## src/rtl/usd_pkg.sv

```systemverilog
package usd_pkg;
  // Per-sample strobes from control to datapath
  typedef struct packed {
    logic sop;         // first sample of packet accepted
    logic usefulGood;  // current sample is useful and packet is routable
    logic lastUseful;  // current sample is the last useful one
    logic fire;        // current sample accepted
    logic badStart;    // first sample of an out-of-range packet accepted
  } usd_strb_t;
endpackage

```

## src/rtl/usd_ctrl.sv

```systemverilog
module usd_ctrl
  import usd_pkg::*;
#(
  parameter int LEN_W  = 12,
  parameter int CORE_W = 2,
  parameter int ANT_W  = 2
) (
  input  logic              clk,
  input  logic              rstN,
  input  logic [LEN_W-1:0]  cfgLeft,
  input  logic [LEN_W-1:0]  cfgUseful,
  input  logic [LEN_W-1:0]  cfgRight,
  input  logic [CORE_W:0]   cfgCoreCount,
  input  logic              inValid,
  input  logic              inSop,
  input  logic [CORE_W-1:0] inCoreId,
  input  logic [ANT_W-1:0]  inAntId,
  input  logic              destOk,
  output logic              inReady,
  output usd_strb_t         strb,
  output logic [CORE_W-1:0] curCore,
  output logic [ANT_W-1:0]  curAnt
);
  localparam int EW = LEN_W + 2;

  logic [LEN_W-1:0]  posReg, curPos;
  logic [CORE_W-1:0] coreReg;
  logic [ANT_W-1:0]  antReg;
  logic              badReg, badNow;
  logic [EW-1:0]     posX, leftX, usefulEnd, pktEnd;
  logic              inUseful, atLastUseful, atLastSample, fire;

  always_comb begin
    curPos       = inSop ? '0 : posReg;
    posX         = {2'b00, curPos};
    leftX        = {2'b00, cfgLeft};
    usefulEnd    = leftX + {2'b00, cfgUseful};
    pktEnd       = usefulEnd + {2'b00, cfgRight};
    inUseful     = (posX >= leftX) && (posX < usefulEnd);
    atLastUseful = (posX == usefulEnd - EW'(1));
    atLastSample = (posX == pktEnd - EW'(1));
    badNow       = inSop ? ({1'b0, inCoreId} >= cfgCoreCount) : badReg;
    curCore      = inSop ? inCoreId : coreReg;
    curAnt       = inSop ? inAntId : antReg;
    inReady      = (inUseful && !badNow) ? destOk : 1'b1;
    fire         = inValid && inReady;

    strb.fire       = fire;
    strb.sop        = fire && inSop;
    strb.usefulGood = inUseful && !badNow;
    strb.lastUseful = atLastUseful;
    strb.badStart   = fire && inSop && badNow;
  end

  always_ff @(posedge clk) begin
    if (!rstN) begin
      posReg  <= '0;
      coreReg <= '0;
      antReg  <= '0;
      badReg  <= 1'b0;
    end else if (fire) begin
      posReg <= atLastSample ? '0 : curPos + LEN_W'(1);
      if (inSop) begin
        coreReg <= inCoreId;
        antReg  <= inAntId;
        badReg  <= badNow;
      end
    end
  end
endmodule

```

## src/rtl/usd_dpath.sv

```systemverilog
module usd_dpath
  import usd_pkg::*;
#(
  parameter int NUM_CORES = 4,
  parameter int NUM_ANT   = 4,
  parameter int SAMPLE_W  = 16,
  parameter int NUM_SYM   = 7,
  parameter int PILOT_IDX = 3,
  parameter int CORE_W    = 2,
  parameter int ANT_W     = 2,
  parameter int SYM_W     = 3
) (
  input  logic                            clk,
  input  logic                            rstN,
  input  usd_strb_t                       strb,
  input  logic [CORE_W-1:0]               curCore,
  input  logic [ANT_W-1:0]                curAnt,
  input  logic                            inSop,
  input  logic                            inSlotStart,
  input  logic                            inValid,
  input  logic [SAMPLE_W-1:0]             inData,
  input  logic [NUM_CORES-1:0]            dataReady,
  input  logic [NUM_CORES-1:0]            pilotReady,
  input  logic [NUM_CORES-1:0]            ntfReady,
  output logic                            destOk,
  output logic [NUM_CORES-1:0]            dataValid,
  output logic [NUM_CORES-1:0]            pilotValid,
  output logic [SAMPLE_W-1:0]             outSample,
  output logic [NUM_CORES-1:0]            ntfValid,
  output logic [ANT_W+SYM_W+CORE_W-1:0]   ntfWord,
  output logic                            errBadCore
);
  logic [SYM_W-1:0] symCnt [NUM_ANT];
  logic [SYM_W-1:0] symReg, curSym, nextSym;
  logic             isPilot, selReady, ntfPend, offer, ntfTake;

  always_comb begin
    curSym   = inSop ? (inSlotStart ? '0 : symCnt[curAnt]) : symReg;
    nextSym  = (curSym == SYM_W'(NUM_SYM - 1)) ? '0 : curSym + SYM_W'(1);
    isPilot  = (curSym == SYM_W'(PILOT_IDX));
    selReady = isPilot ? pilotReady[curCore] : dataReady[curCore];
    destOk   = !ntfPend && selReady;
    offer    = inValid && strb.usefulGood && !ntfPend;
    ntfTake  = |(ntfValid & ntfReady);
  end

  assign outSample = inData;

  for (genvar c = 0; c < NUM_CORES; c++) begin : g_core
    assign dataValid[c]  = offer && !isPilot && (curCore == CORE_W'(c));
    assign pilotValid[c] = offer && isPilot && (curCore == CORE_W'(c));
    assign ntfValid[c]   = ntfPend && (ntfWord[CORE_W-1:0] == CORE_W'(c));
  end

  for (genvar a = 0; a < NUM_ANT; a++) begin : g_ant
    always_ff @(posedge clk) begin
      if (!rstN)
        symCnt[a] <= '0;
      else if (strb.sop && (curAnt == ANT_W'(a)))
        symCnt[a] <= nextSym;
    end
  end

  always_ff @(posedge clk) begin
    if (!rstN) begin
      symReg     <= '0;
      ntfPend    <= 1'b0;
      ntfWord    <= '0;
      errBadCore <= 1'b0;
    end else begin
      if (strb.sop) symReg <= curSym;
      if (strb.badStart) errBadCore <= 1'b1;
      if (strb.fire && strb.usefulGood && strb.lastUseful) begin
        ntfPend <= 1'b1;
        ntfWord <= {curAnt, curSym, curCore};
      end else if (ntfTake) begin
        ntfPend <= 1'b0;
      end
    end
  end
endmodule

```

## src/rtl/ul_symbol_dispatch.sv

```systemverilog
module ul_symbol_dispatch
  import usd_pkg::*;
#(
  parameter int NUM_CORES = 4,
  parameter int NUM_ANT   = 4,
  parameter int SAMPLE_W  = 16,
  parameter int LEN_W     = 12,
  parameter int NUM_SYM   = 7,
  parameter int PILOT_IDX = 3,
  localparam int CORE_W   = (NUM_CORES > 1) ? $clog2(NUM_CORES) : 1,
  localparam int ANT_W    = (NUM_ANT > 1) ? $clog2(NUM_ANT) : 1,
  localparam int SYM_W    = $clog2(NUM_SYM),
  localparam int NTF_W    = ANT_W + SYM_W + CORE_W
) (
  input  logic                 clk,
  input  logic                 rstN,
  input  logic [LEN_W-1:0]     cfgLeft,
  input  logic [LEN_W-1:0]     cfgUseful,
  input  logic [LEN_W-1:0]     cfgRight,
  input  logic [CORE_W:0]      cfgCoreCount,
  input  logic                 inValid,
  output logic                 inReady,
  input  logic                 inSop,
  input  logic                 inSlotStart,
  input  logic [ANT_W-1:0]     inAntId,
  input  logic [CORE_W-1:0]    inCoreId,
  input  logic [SAMPLE_W-1:0]  inData,
  output logic [NUM_CORES-1:0] dataValid,
  input  logic [NUM_CORES-1:0] dataReady,
  output logic [NUM_CORES-1:0] pilotValid,
  input  logic [NUM_CORES-1:0] pilotReady,
  output logic [SAMPLE_W-1:0]  outSample,
  output logic [NUM_CORES-1:0] ntfValid,
  input  logic [NUM_CORES-1:0] ntfReady,
  output logic [NTF_W-1:0]     ntfWord,
  output logic                 errBadCore
);
  usd_strb_t         strb;
  logic [CORE_W-1:0] curCore;
  logic [ANT_W-1:0]  curAnt;
  logic              destOk;

  usd_ctrl #(.LEN_W(LEN_W), .CORE_W(CORE_W), .ANT_W(ANT_W)) u_ctrl (
    .clk, .rstN, .cfgLeft, .cfgUseful, .cfgRight, .cfgCoreCount,
    .inValid, .inSop, .inCoreId, .inAntId, .destOk,
    .inReady, .strb, .curCore, .curAnt
  );

  usd_dpath #(
    .NUM_CORES(NUM_CORES), .NUM_ANT(NUM_ANT), .SAMPLE_W(SAMPLE_W),
    .NUM_SYM(NUM_SYM), .PILOT_IDX(PILOT_IDX),
    .CORE_W(CORE_W), .ANT_W(ANT_W), .SYM_W(SYM_W)
  ) u_dpath (
    .clk, .rstN, .strb, .curCore, .curAnt, .inSop, .inSlotStart,
    .inValid, .inData, .dataReady, .pilotReady, .ntfReady,
    .destOk, .dataValid, .pilotValid, .outSample, .ntfValid,
    .ntfWord, .errBadCore
  );
endmodule

```

## config.mk

```make
export PLATFORM = sky130hd
export DESIGN_NAME = ul_symbol_dispatch
export DESIGN_NICKNAME = d
export VERILOG_FILES = /design/src/rtl/usd_pkg.sv /design/src/rtl/usd_ctrl.sv /design/src/rtl/usd_dpath.sv /design/src/rtl/ul_symbol_dispatch.sv
export SDC_FILE = /design/constraint.sdc
export NUM_CORES = 1
export LEC_CHECK = 0
export ABC_AREA = 1
export BUFFER_PORTS_ARGS = -buffer_cell sky130_fd_sc_hd__buf_2
export CORE_MARGIN = 5
export CORE_UTILIZATION = 24
export DETAILED_ROUTE_END_ITERATION = 16
export GPL_TIMING_DRIVEN = 0
export PLACE_DENSITY = 0.49
export SLEW_MARGIN = 10
export SYNTH_ARGS = -nofsm -noshare
export SYNTH_HDL_FRONTEND = slang
export SYNTH_SLANG_ARGS = --single-unit
export TNS_END_PERCENT = 1
```

## constraint.sdc

```tcl
create_clock -name clk -period 4 [get_ports clk]
set_input_delay 0.6 -clock clk [delete_from_list [all_inputs] [get_ports clk]]
set_output_delay 0.6 -clock clk [all_outputs]
set_load 0.03 [all_outputs]
```

== Word level (Yosys, flattened, before mapping) ==
Memory sizes are Yosys's and may differ from the RTL's.
Cells that the tools add are included.

* $add $sub $neg: 6
* Order comparisons: 4
* Equality and inequality tests: 13
* Muxes and demuxes: 33
* Bitwise operators: 5
* Reductions and logical operators: 37

{| class="wikitable"
|+ Operators with widths
! kind !! count
|-
| equality test 12 x 14 -> 1 bit || 2
|-
| logical AND 1 bit || 28
|-
| subtractor 14 x 1 -> 14 bit, second input constant || 2
|-
| two-way mux 12 bit || 2
|-
| two-way mux 3 bit || 7
|-
| two-way mux 1 bit || 20
|-
| adder 14 x 12 -> 14 bit || 1
|-
| less-than comparator 12 x 14 -> 1 bit || 1
|-
| adder 12 x 12 -> 13 bit || 1
|-
| adder 12 x 1 -> 12 bit, second input constant || 1
|-
| equality test 2 bit, second input constant || 6
|-
| >= comparator 12 bit || 1
|-
| equality test 2 x 1 -> 1 bit, second input constant || 3
|-
| zero test 2 bit || 3
|-
| bitwise AND 4 bit || 1
|-
| binary-select mux 1 bit (select 2 bit) || 2
|-
| two-way mux 2 bit || 2
|-
| bitwise OR 1 bit || 4
|-
| OR reduction 4 bit || 1
|-
| adder 3 x 1 -> 3 bit, second input constant || 1
|-
| equality test 3 x 2 -> 1 bit, second input constant || 1
|-
| equality test 3 bit, second input constant || 1
|-
| >= comparator 2 x 3 -> 1 bit || 1
|-
| zero test 1 bit || 3
|-
| other kinds (3) || 3
|}

* Bits in registers: 29
* RAM bits: 12
* Bits of input ports: 76
* Output and inout port bits: 37
* Word-level logic and storage cells: 107
* Memories kept: 1

{| class="wikitable"
|+ Memory list
! name !! words !! bits a word !! rd ports !! clocked after Yosys merged registers in !! wr ports !! RTL line !! RTL
|-
| u_dpath.symCnt || 4 || 3 || 1 || 0 || 4 || usd_dpath.sv:33 || <nowiki>logic [SYM_W-1:0] symCnt [NUM_ANT];</nowiki>
|}

== Longest topological paths before layout ==
Gate-level depths: netlist (run 1).
An unclocked memory read counts as a cell.

* Depth in word-level cells: 15
* Depth in mapped cells: 28
* Mapped depth without buffers: 27

== Modules after synthesis ==
A second synthesis (run 1) with hierarchy kept.

* Cells, all modules: 852
* Area total of the unflattened synthesis: 5397.7 um2

{| class="wikitable"
|+ By module, submodules not included
! module !! times used !! cells an instance !! area an instance (um2) !! seq. area each (um2)
|-
| usd_ctrl || 1 || 645 || 3851.2 || 340.3
|-
| usd_dpath || 1 || 207 || 1546.5 || 600.6
|}

== Worst setup path after synthesis (run 1) ==
OpenSTA, ideal clock, no wires.

* Path type: input-to-reg
* Start point: input port cfgLeft[0]
* End point: register u_ctrl.posReg[0]
* Library setup time: 132 ps
* Arrival time: 3706 ps
* Required time: 3868 ps
* Setup slack: 162 ps
* Stages on the path: 26
* Buffers on the path: 1
* Cells stage by stage: ha_1 inv_1 fa_1 inv_1 nand2_1 nand3_1 nand2_1 nand2_2 inv_1 or2_2 ha_1 nand2_1 or2_2 nand3_1 nand3_1 nand2_1 nand2_1 nand2_1 nand2_1 nand2_1 nand4_1 nor2_1 buf_2 nor2_1 nand2_1 a21oi_1

* Longest elaborated chain between the ends: 6
* Elaborated cells between the ends (all ways): 11
* Classes of those cells: add/sub: 3; order compare: 2; eq/ne: 1; mux: 2; reduce/logical: 3

{| class="wikitable"
|+ RTL lines
! what !! RTL line !! RTL
|-
| start: declaration || ul_symbol_dispatch.sv:17 || <nowiki>input logic [LEN_W-1:0] cfgLeft,</nowiki>
|-
| parallel branches: the longest is 6 deep, another holds adder 14 x 12 -> 14 bit || n/a ||
|-
| end signal: assignment || usd_ctrl.sv:62 || <nowiki>posReg <= atLastSample ? '0 : curPos + LEN_W'(1);</nowiki>
|-
| end: declaration || usd_ctrl.sv:26 || <nowiki>logic [LEN_W-1:0] posReg, curPos;</nowiki>
|}

Parallel ways; which one is timed is not known.
A chain may end at the register's enable or synchronous reset.

== Worst setup path after layout (run 1) ==
* Start point: input port cfgUseful[0]
* End point: output port pilotValid[2]

* Longest elaborated chain between the ends: 8

{| class="wikitable"
|+ RTL lines
! what !! RTL line !! RTL
|-
| start: declaration || ul_symbol_dispatch.sv:18 || <nowiki>input logic [LEN_W-1:0] cfgUseful,</nowiki>
|-
| adder 12 x 12 -> 13 bit || usd_ctrl.sv:37 || <nowiki>usefulEnd = leftX + {2'b00, cfgUseful};</nowiki>
|-
| less-than comparator 12 x 14 -> 1 bit || usd_ctrl.sv:39 || <nowiki>inUseful = (posX >= leftX) && (posX < usefulEnd);</nowiki>
|-
| logical AND 1 bit || usd_ctrl.sv:39 ||
|-
| logical AND 1 bit || usd_ctrl.sv:50 || <nowiki>strb.usefulGood = inUseful && !badNow;</nowiki>
|-
| logical AND 1 bit (2 in a row) || usd_dpath.sv:43 || <nowiki>offer = inValid && strb.usefulGood && !ntfPend;</nowiki>
|-
| logical AND 1 bit (2 in a row) || usd_dpath.sv:51 || <nowiki>assign pilotValid[c] = offer && isPilot && (curCore == CORE_W'(c));</nowiki>
|-
| end: declaration || ul_symbol_dispatch.sv:30 || <nowiki>output logic [NUM_CORES-1:0] pilotValid,</nowiki>
|}

Every way passes these cells.

==> results.ini, run 1 <==
[hold_path]
hold_start = u_ctrl.posReg[11]$_SDFFE_PN0N_
hold_path.class = flop to flop

[pwr]
combPwrFrac_pct = 53.8
powerDensity_nw_per_um2 = 260
seq_power_share_pct = 24.6
clock_power_share_pct = 21.7
p_sw_uw = 761
p_int_mw = 1.05
swShare_pct = 41.9
p_leak_nw = 3.53
power_mw = 1.82
ir_drop_uv = 147

[yosys]
seq_area_frac_synth_pct = 17.1
synth_top_area_cell = nand2_1
synth.top_cell.area_share_pct = 17.3
syn_inst = 909
synthTopCellsByArea = nand2_1 (17%), ha_1 (12%), dfxtp_1 (11%), inv_1 (9.9%), nand3_1 (7.1%)
yosysWarnings = 0
netlist_area_sq_um = 5490
yosys.cell_types.count = 42
synth_area_per_cell_sq_um = 6.04
synth_fp_nets = 1040
ys_ff_latch = 41

[clock_tree]
clkSinkCount = 41
clockRootBuffer = clkbuf_16
cts_max_level = 2
clkTransAtPathRegs_ps = 60
clkLatencyLatePin_ps = 280
clk_path_buf_depth = 2
cts_tree = yes
cts_buffers = 5

[cells_and_area]
area_growth_pct = 27.1
final_area_sq_um = 6970
diodes = 0
n_fill_cell = 2571
fin_nets = 1154
drive_gt1_share_pct = 26.2

[critical_path]
startpoint = cfgUseful[0]
start_kind = primary input
r2r_start = u_ctrl.antReg[1]$_SDFFE_PN0N_
worstPathRequired_ps = 3400
cp-end-kind = output port
worst-setup-path-type = primary input to output port
cp_max_fo = 4
cp.arrival_ps = 3260

[routing]
vias_per_cell = 4.46
drt-total-wl_um = 16500
drc = 0
antenna_left = 0
num_vias = 5841
route.detailed.wl_per_inst_um = 12.6
drtPass1Iterations = 5
drt_iter0_markers = 381

[floorplan]
coreArea_sq_um = 22600
rows = 55
io_pins = 113
die_x_um = 161
start_util_pct = 24.3
die_y_um = 161
dieArea_sq_um = 26000

[timing]
post-route-period-util_pct = 96.4
slew_violations = 0
relSlewSlack_pct = 64.4
fin_tns_setup_ps = 0
hold_viol = 0
final.setup_skew_ps = 4.91
fin_ws_ps = 144
rsz0062_at_grt = true
setup_violations = 0
tightest_slew_ps = 534
min_period_ps = 3860
max_freq_mhz = 259

[global_route]
grt_pass1_wl_um = 26500
grt_start_max_net_pins = 14
grt_use_total_pct = 12.2
gr-total-overflow = 0
antenna_found_initial = 0
grt_pass1_vias = 5481

[place]
dpl_cell_area_sq_um = 6320
globalplace.congestion = 0.861
io_buffers = 95
dp_hpwl_um = 14000
pre_cts_slack_ps = -571

[run]
maxCapViolCount = 0

[status]
status = complete, no violations

-- power by group through the flow --
stage	combinational, mW	sequential [mW]	clock (mW)
finish	0.977	0.446	0.393
global route	1.11	0.447	0.424
CTS	0.872	0.446	0.396
detailed placement	0.851	0.455	0
global placement	0.850	0.454	0
floorplan	0.655	0.454	0
-- critical path, cell delays in order --
cell      delay, ps
buf_2           120
ha_4            160
inv_1            70
fa_2            480
ha_1            290
inv_1            50
o21bai_1         70
a21oi_2         120
o21bai_1         80
a21oi_1         130
o21ai_1          90
nand3b_1        180
nand4_1         190
nor2_2          220
nand2_2         110
nor2_1          120
buf_4           170
-- path summary, 6_finish.rpt --
path         cells past startpoint  slack, ps                               to
max                             17        140                    pilotValid[2]
min reg2reg                      2        470   u_ctrl.posReg[11]$_SDFFE_PN0N_
min                              2        470   u_ctrl.posReg[11]$_SDFFE_PN0N_
max reg2reg                     19        930  u_dpath.ntfWord[2]$_SDFFE_PN0P_
-- stage by stage --
stage / utilization (%) / hold slack [ps] / cells
final: 30.9 / 465 / 1309
after CTS: 29.1 / 466 / 1298
after detailed placement: 28.0 / 457 / 1289
after floorplan: - / 441 / 909
after global placement: 28.0 / 450 / 1289
after global routing: 30.9 / 493 / 1309
-- synth_stat cells --
library cell and instances:
inv_4 1, nor3b_1 1, buf_1 2, buf_2 4, nor2_4 1, nand3_2 7, a211oi_1 2, fa_1 2
a21oi_2 1, a22oi_1 7, a21oi_1 43, clkinv_1 1, xnor3_1 1, nor2_2 6, edfxtp_1 12, buf_4 17
nor3_2 1, nand3_1 78, or2_2 8, nand2_2 18, o21bai_1 6, nand2_4 3, a2111oi_0 1, buf_6 4
nor2_1 94, nand2_1 253, dfxtp_1 29, mux2i_1 1, a31oi_1 2, ha_1 53, clkbuf_1 3, o31ai_1 1
inv_1 145, nand4_2 5, xor2_1 18, o21ai_1 1, nand4_1 20, o21ai_0 21, nor3_1 24, nand3b_1 1
inv_2 5, xnor2_1 6
-- cells in the final DEF, fill, tap and decap left out, types with 3 or more instances in the layout --
| cell type | instances |
|---|---|
| nand2_1 | 231 |
| inv_1 | 142 |
| buf_2 | 88 |
| nor2_1 | 82 |
| nand3_1 | 71 |
| a21oi_1 | 38 |
| nand2_2 | 38 |
| buf_4 | 36 |
| ha_1 | 36 |
| dfxtp_1 | 29 |
| nor3_1 | 22 |
| nand4_1 | 20 |
| o21ai_0 | 18 |
| xor2_1 | 18 |
| nor2_2 | 16 |
| nand3_2 | 13 |
| ha_4 | 12 |
| edfxtp_1 | 12 |
| buf_6 | 7 |
| inv_2 | 7 |
| a22oi_1 | 7 |
| xnor2_1 | 6 |
| o21bai_1 | 6 |
| or2_2 | 5 |
| nand4_2 | 5 |
| nand2_4 | 5 |
| a21oi_2 | 5 |
| ha_2 | 5 |
| clkbuf_16 | 5 |
| o21ai_1 | 3 |
| clkbuf_1 | 3 |
| or2_4 | 3 |
| nor3_2 | 3 |
| nor2_4 | 3 |
-- state kept, by name, summed over array words and instances, names as in the netlist --
name / flops
u_ctrl.antReg: 2
u_ctrl.badReg: 1
u_ctrl.coreReg: 2
u_ctrl.posReg: 12
u_dpath.errBadCore: 1
u_dpath.ntfPend: 1
u_dpath.ntfWord: 7
u_dpath.symCnt: 12
u_dpath.symReg: 3
-- routing by layer --
metal  global-route usage [%]  up-vias  wire, um
li1                         -     3122         -
met5                        0        -         0
met1                     16.2     2602      7870
met4                     2.13        0       227
met2                     21.6      103      7860
met3                     1.43       14       534
-- layout make-up --
type                            count  area (sq um)  area share [%]
Timing Repair Buffer              107           592            8.49
Sequential cell                    41           941            13.5
Inverter                          152           576            8.25
Clock inverter                      3          17.5           0.251
Buffer                             30           224            3.21
Tap cell                          285           357            5.11
Clock buffer                        5           125            1.79
Multi-Input combinational cell    686          4140            59.4
-- what timing repair did --
action                                  4_1_cts  5_1_grt
hold buffers                                  0        0
gates cloned                                  0        1
resized for setup                            23       88
pin swaps                                     2       19
endpoints found under the setup margin       21       25
setup buffers                                 1       10
-- cells by family (layout without fill, tap and decap cells) --
group	after synthesis	after routing	synth area share (%)
buf+inv	182	297	14.3
flops	41	41	17.1
xor+xnor	25	25	4.24
compound gates	85	85	8.66
simple gates	520	520	42.7
mux	1	1	0.182
fa+ha+maj	55	55	12.8
(Power assumes the default switching activity.)
==> run 2: changes to the inputs <==
Settings changed: BUFFER_PORTS_ARGS -buffer_cell sky130_fd_sc_hd__buf_2 to not set, DONT_BUFFER_PORTS set to 1, PLACE_DENSITY 0.49 to 0.44.
==> results.ini, run 2 (synthesis gave the netlist of run 1 again) <==
[timing]
max_freq_mhz = 261  ; +0.57%
min_period_ps = 3830  ; -21.7 ps
relSlewSlack_pct = 34.3  ; -30 points
hold_viol = 0  ; unchanged
fin_ws_ps = 166  ; +21.7 ps
fin_tns_setup_ps = 0  ; unchanged
tightest_slew_ps = 978  ; +444 ps
slew_violations = 0  ; unchanged
setup_violations = 0  ; unchanged
post-route-period-util_pct = 95.9  ; -0.54 points
final.setup_skew_ps = 11.3  ; +6.36 ps

[cells_and_area]
multi_input_area_sq_um = 4060  ; -2.1%
seqCellArea_sq_um = 941  ; unchanged
final_common_cell = nand2_1
top_regs = u_ctrl.posReg (12), u_dpath.symCnt (12), u_dpath.ntfWord (7)
area_growth_pct = 16.5
final_util_pct = 28.3  ; -2.6 points
fin_nets = 1057  ; -8.4%
drive_gt1_share_pct = 16.1  ; -10 points
diodes = 0  ; unchanged
final_cell_mix = nand2_1 (244), inv_1 (143), nor2_1 (81)
n_fill_cell = 2561  ; -0.39%

[status]
status = complete, no violations

[floorplan]
die_y_um = 161  ; unchanged
start_util_pct = 24.3  ; unchanged
coreArea_sq_um = 22600  ; unchanged
rows = 55  ; unchanged
dieArea_sq_um = 26000  ; unchanged
io_pins = 113  ; unchanged
die_x_um = 161  ; unchanged

[global_route]
grt_use_total_pct = 12.5  ; +0.29 points
gr-total-overflow = 0  ; unchanged
grt_pass1_vias = 5287  ; -3.5%
antenna_found_initial = 0  ; unchanged
grt_pass1_wl_um = 26800  ; +1.1%
grt_start_max_net_pins = 14  ; unchanged

[critical_path]
cp-end-kind = output port
worst-setup-path-type = primary input to output port
start_kind = primary input
r2r_cells = 22  ; +3
worstPathRequired_ps = 3400  ; about the same
cp_max_fo = 4  ; unchanged
cp.arrival_ps = 3230  ; -30 ps

[pwr]
powerDensity_nw_per_um2 = 284  ; +8.9%
combPwrFrac_pct = 49.8  ; -4.0 points
power_mw = 1.81  ; -0.13%
swShare_pct = 41.1  ; -0.81 points
clock_power_share_pct = 25.6  ; +3.9 points
ir_drop_uv = 182  ; +24%
p_int_mw = 1.07  ; +1.3%
seq_power_share_pct = 24.6  ; about the same
p_leak_nw = 3.14  ; -11%
p_sw_uw = 746  ; -2.1%

[run]
maxCapViolCount = 0  ; unchanged

[clock_tree]
cts_max_level = 2  ; unchanged
clkTransAtPathRegs_ps = 60  ; about the same
cts_buffers = 5  ; unchanged
clk_path_buf_depth = 2  ; unchanged
clkSinkCount = 41  ; unchanged
clkLatencyLatePin_ps = 290  ; about the same
cts_hold_buf = 0  ; unchanged
cts_tree = yes
clockRootBuffer = clkbuf_16

[routing]
num_vias = 5482  ; -6.1%
drc = 0  ; unchanged
drtPass1Iterations = 4  ; -1
vias_per_cell = 4.52  ; +1.4%
drt-total-wl_um = 16700  ; +1.4%
antenna_left = 0  ; unchanged
drt_iter0_markers = 242  ; -36%
route.detailed.wl_per_inst_um = 13.8  ; +9.5%

[hold_path]
hold_path.class = flop to flop
hold_depth = 2  ; unchanged

[place]
pre_cts_slack_ps = -486  ; +85.0 ps
dp_hpwl_um = 14000  ; about the same
io_buffers = 0  ; -100%
globalplace.congestion = 0.846  ; -1.8%

-- run 2: cell count changes in the layout (fill, tap and decap cells not counted), moves of 3 or more --
cell,previous run,this run
nand2_1,231,244
ha_2,5,8
or2_4,3,0
nand2_4,5,8
ha_1,36,41
buf_4,36,26
nor2_4,3,11
ha_4,12,4
buf_2,88,2
or2_2,5,8
nor2_2,16,9
nand2_2,38,22
-- run 2: layout make-up --
cell class                 instances  area share, %
buffer                            30           3.44
clock buffer                       6           2.02
clock inverter                     2          0.607
inverter                         152           8.96
multi-input combinational        686           63.4
sequential                        41           14.7
tap                              285           5.58
timing repair buffer              10           1.23
-- run 2: power groups by stage --
stage | Combinational (mW) | Sequential [mW] | Clock (mW)
floorplan | 0.655 | 0.454 | 0
global placement | 0.823 | 0.455 | 0
detailed placement | 0.819 | 0.455 | 0
CTS | 0.839 | 0.446 | 0.478
global route | 1.03 | 0.447 | 0.494
finish | 0.903 | 0.446 | 0.465
-- run 2: what timing repair did --
| action | in CTS | in global routing |
|---|---|---|
| setup buffers | 2 | 7 |
| pin swaps | 6 | 11 |
| setup endpoints to repair | 18 | 31 |
| cloned | 0 | 1 |
| gates resized for setup | 35 | 45 |
-- run 2: final timing paths --
kind                            slack, ps                           from                              end
worst min-delay path                  470  u_ctrl.posReg[8]$_SDFFE_PN0N_    u_ctrl.posReg[8]$_SDFFE_PN0N_
worst min register to register        470  u_ctrl.posReg[8]$_SDFFE_PN0N_    u_ctrl.posReg[8]$_SDFFE_PN0N_
worst max register to register        840  u_ctrl.antReg[0]$_SDFFE_PN0N_  u_dpath.ntfWord[3]$_SDFFE_PN0P_
worst max-delay path                  170                     cfgLeft[0]                     dataValid[2]
-- run 2: per-stage QoR --
stage / hold slack, ps / instance area, sq um / instances
2_1_floorplan: 441 / 5490 / 909
3_3_place_gp: 452 / 5840 / 1194
3_5_place_dp: 455 / 5840 / 1194
4_1_cts: 465 / 6160 / 1204
5_1_grt: 485 / 6390 / 1212
6_report: 467 / 6390 / 1212
-- run 2: routing by layer --
metal	up-vias	wire (um)	GRT usage, %
met5	-	0	0
met1	2425	8020	17.1
met2	111	7730	21.5
met3	15	703	1.40
li1	2931	-	-
met4	0	267	2.29
-- run 2: critical path, stage by stage --
cell	delay, ps
ha_4	140
inv_1	50
fa_1	400
inv_2	90
nand3_2	110
nand2_4	110
nand2_2	60
nand2_1	80
nand2_1	70
nand2_2	100
nand2_1	90
nand2_2	80
inv_1	60
nand3_1	90
nand2_1	90
a21oi_4	190
nand4_1	230
nor2_4	210
nand2_4	120
nor2_4	240
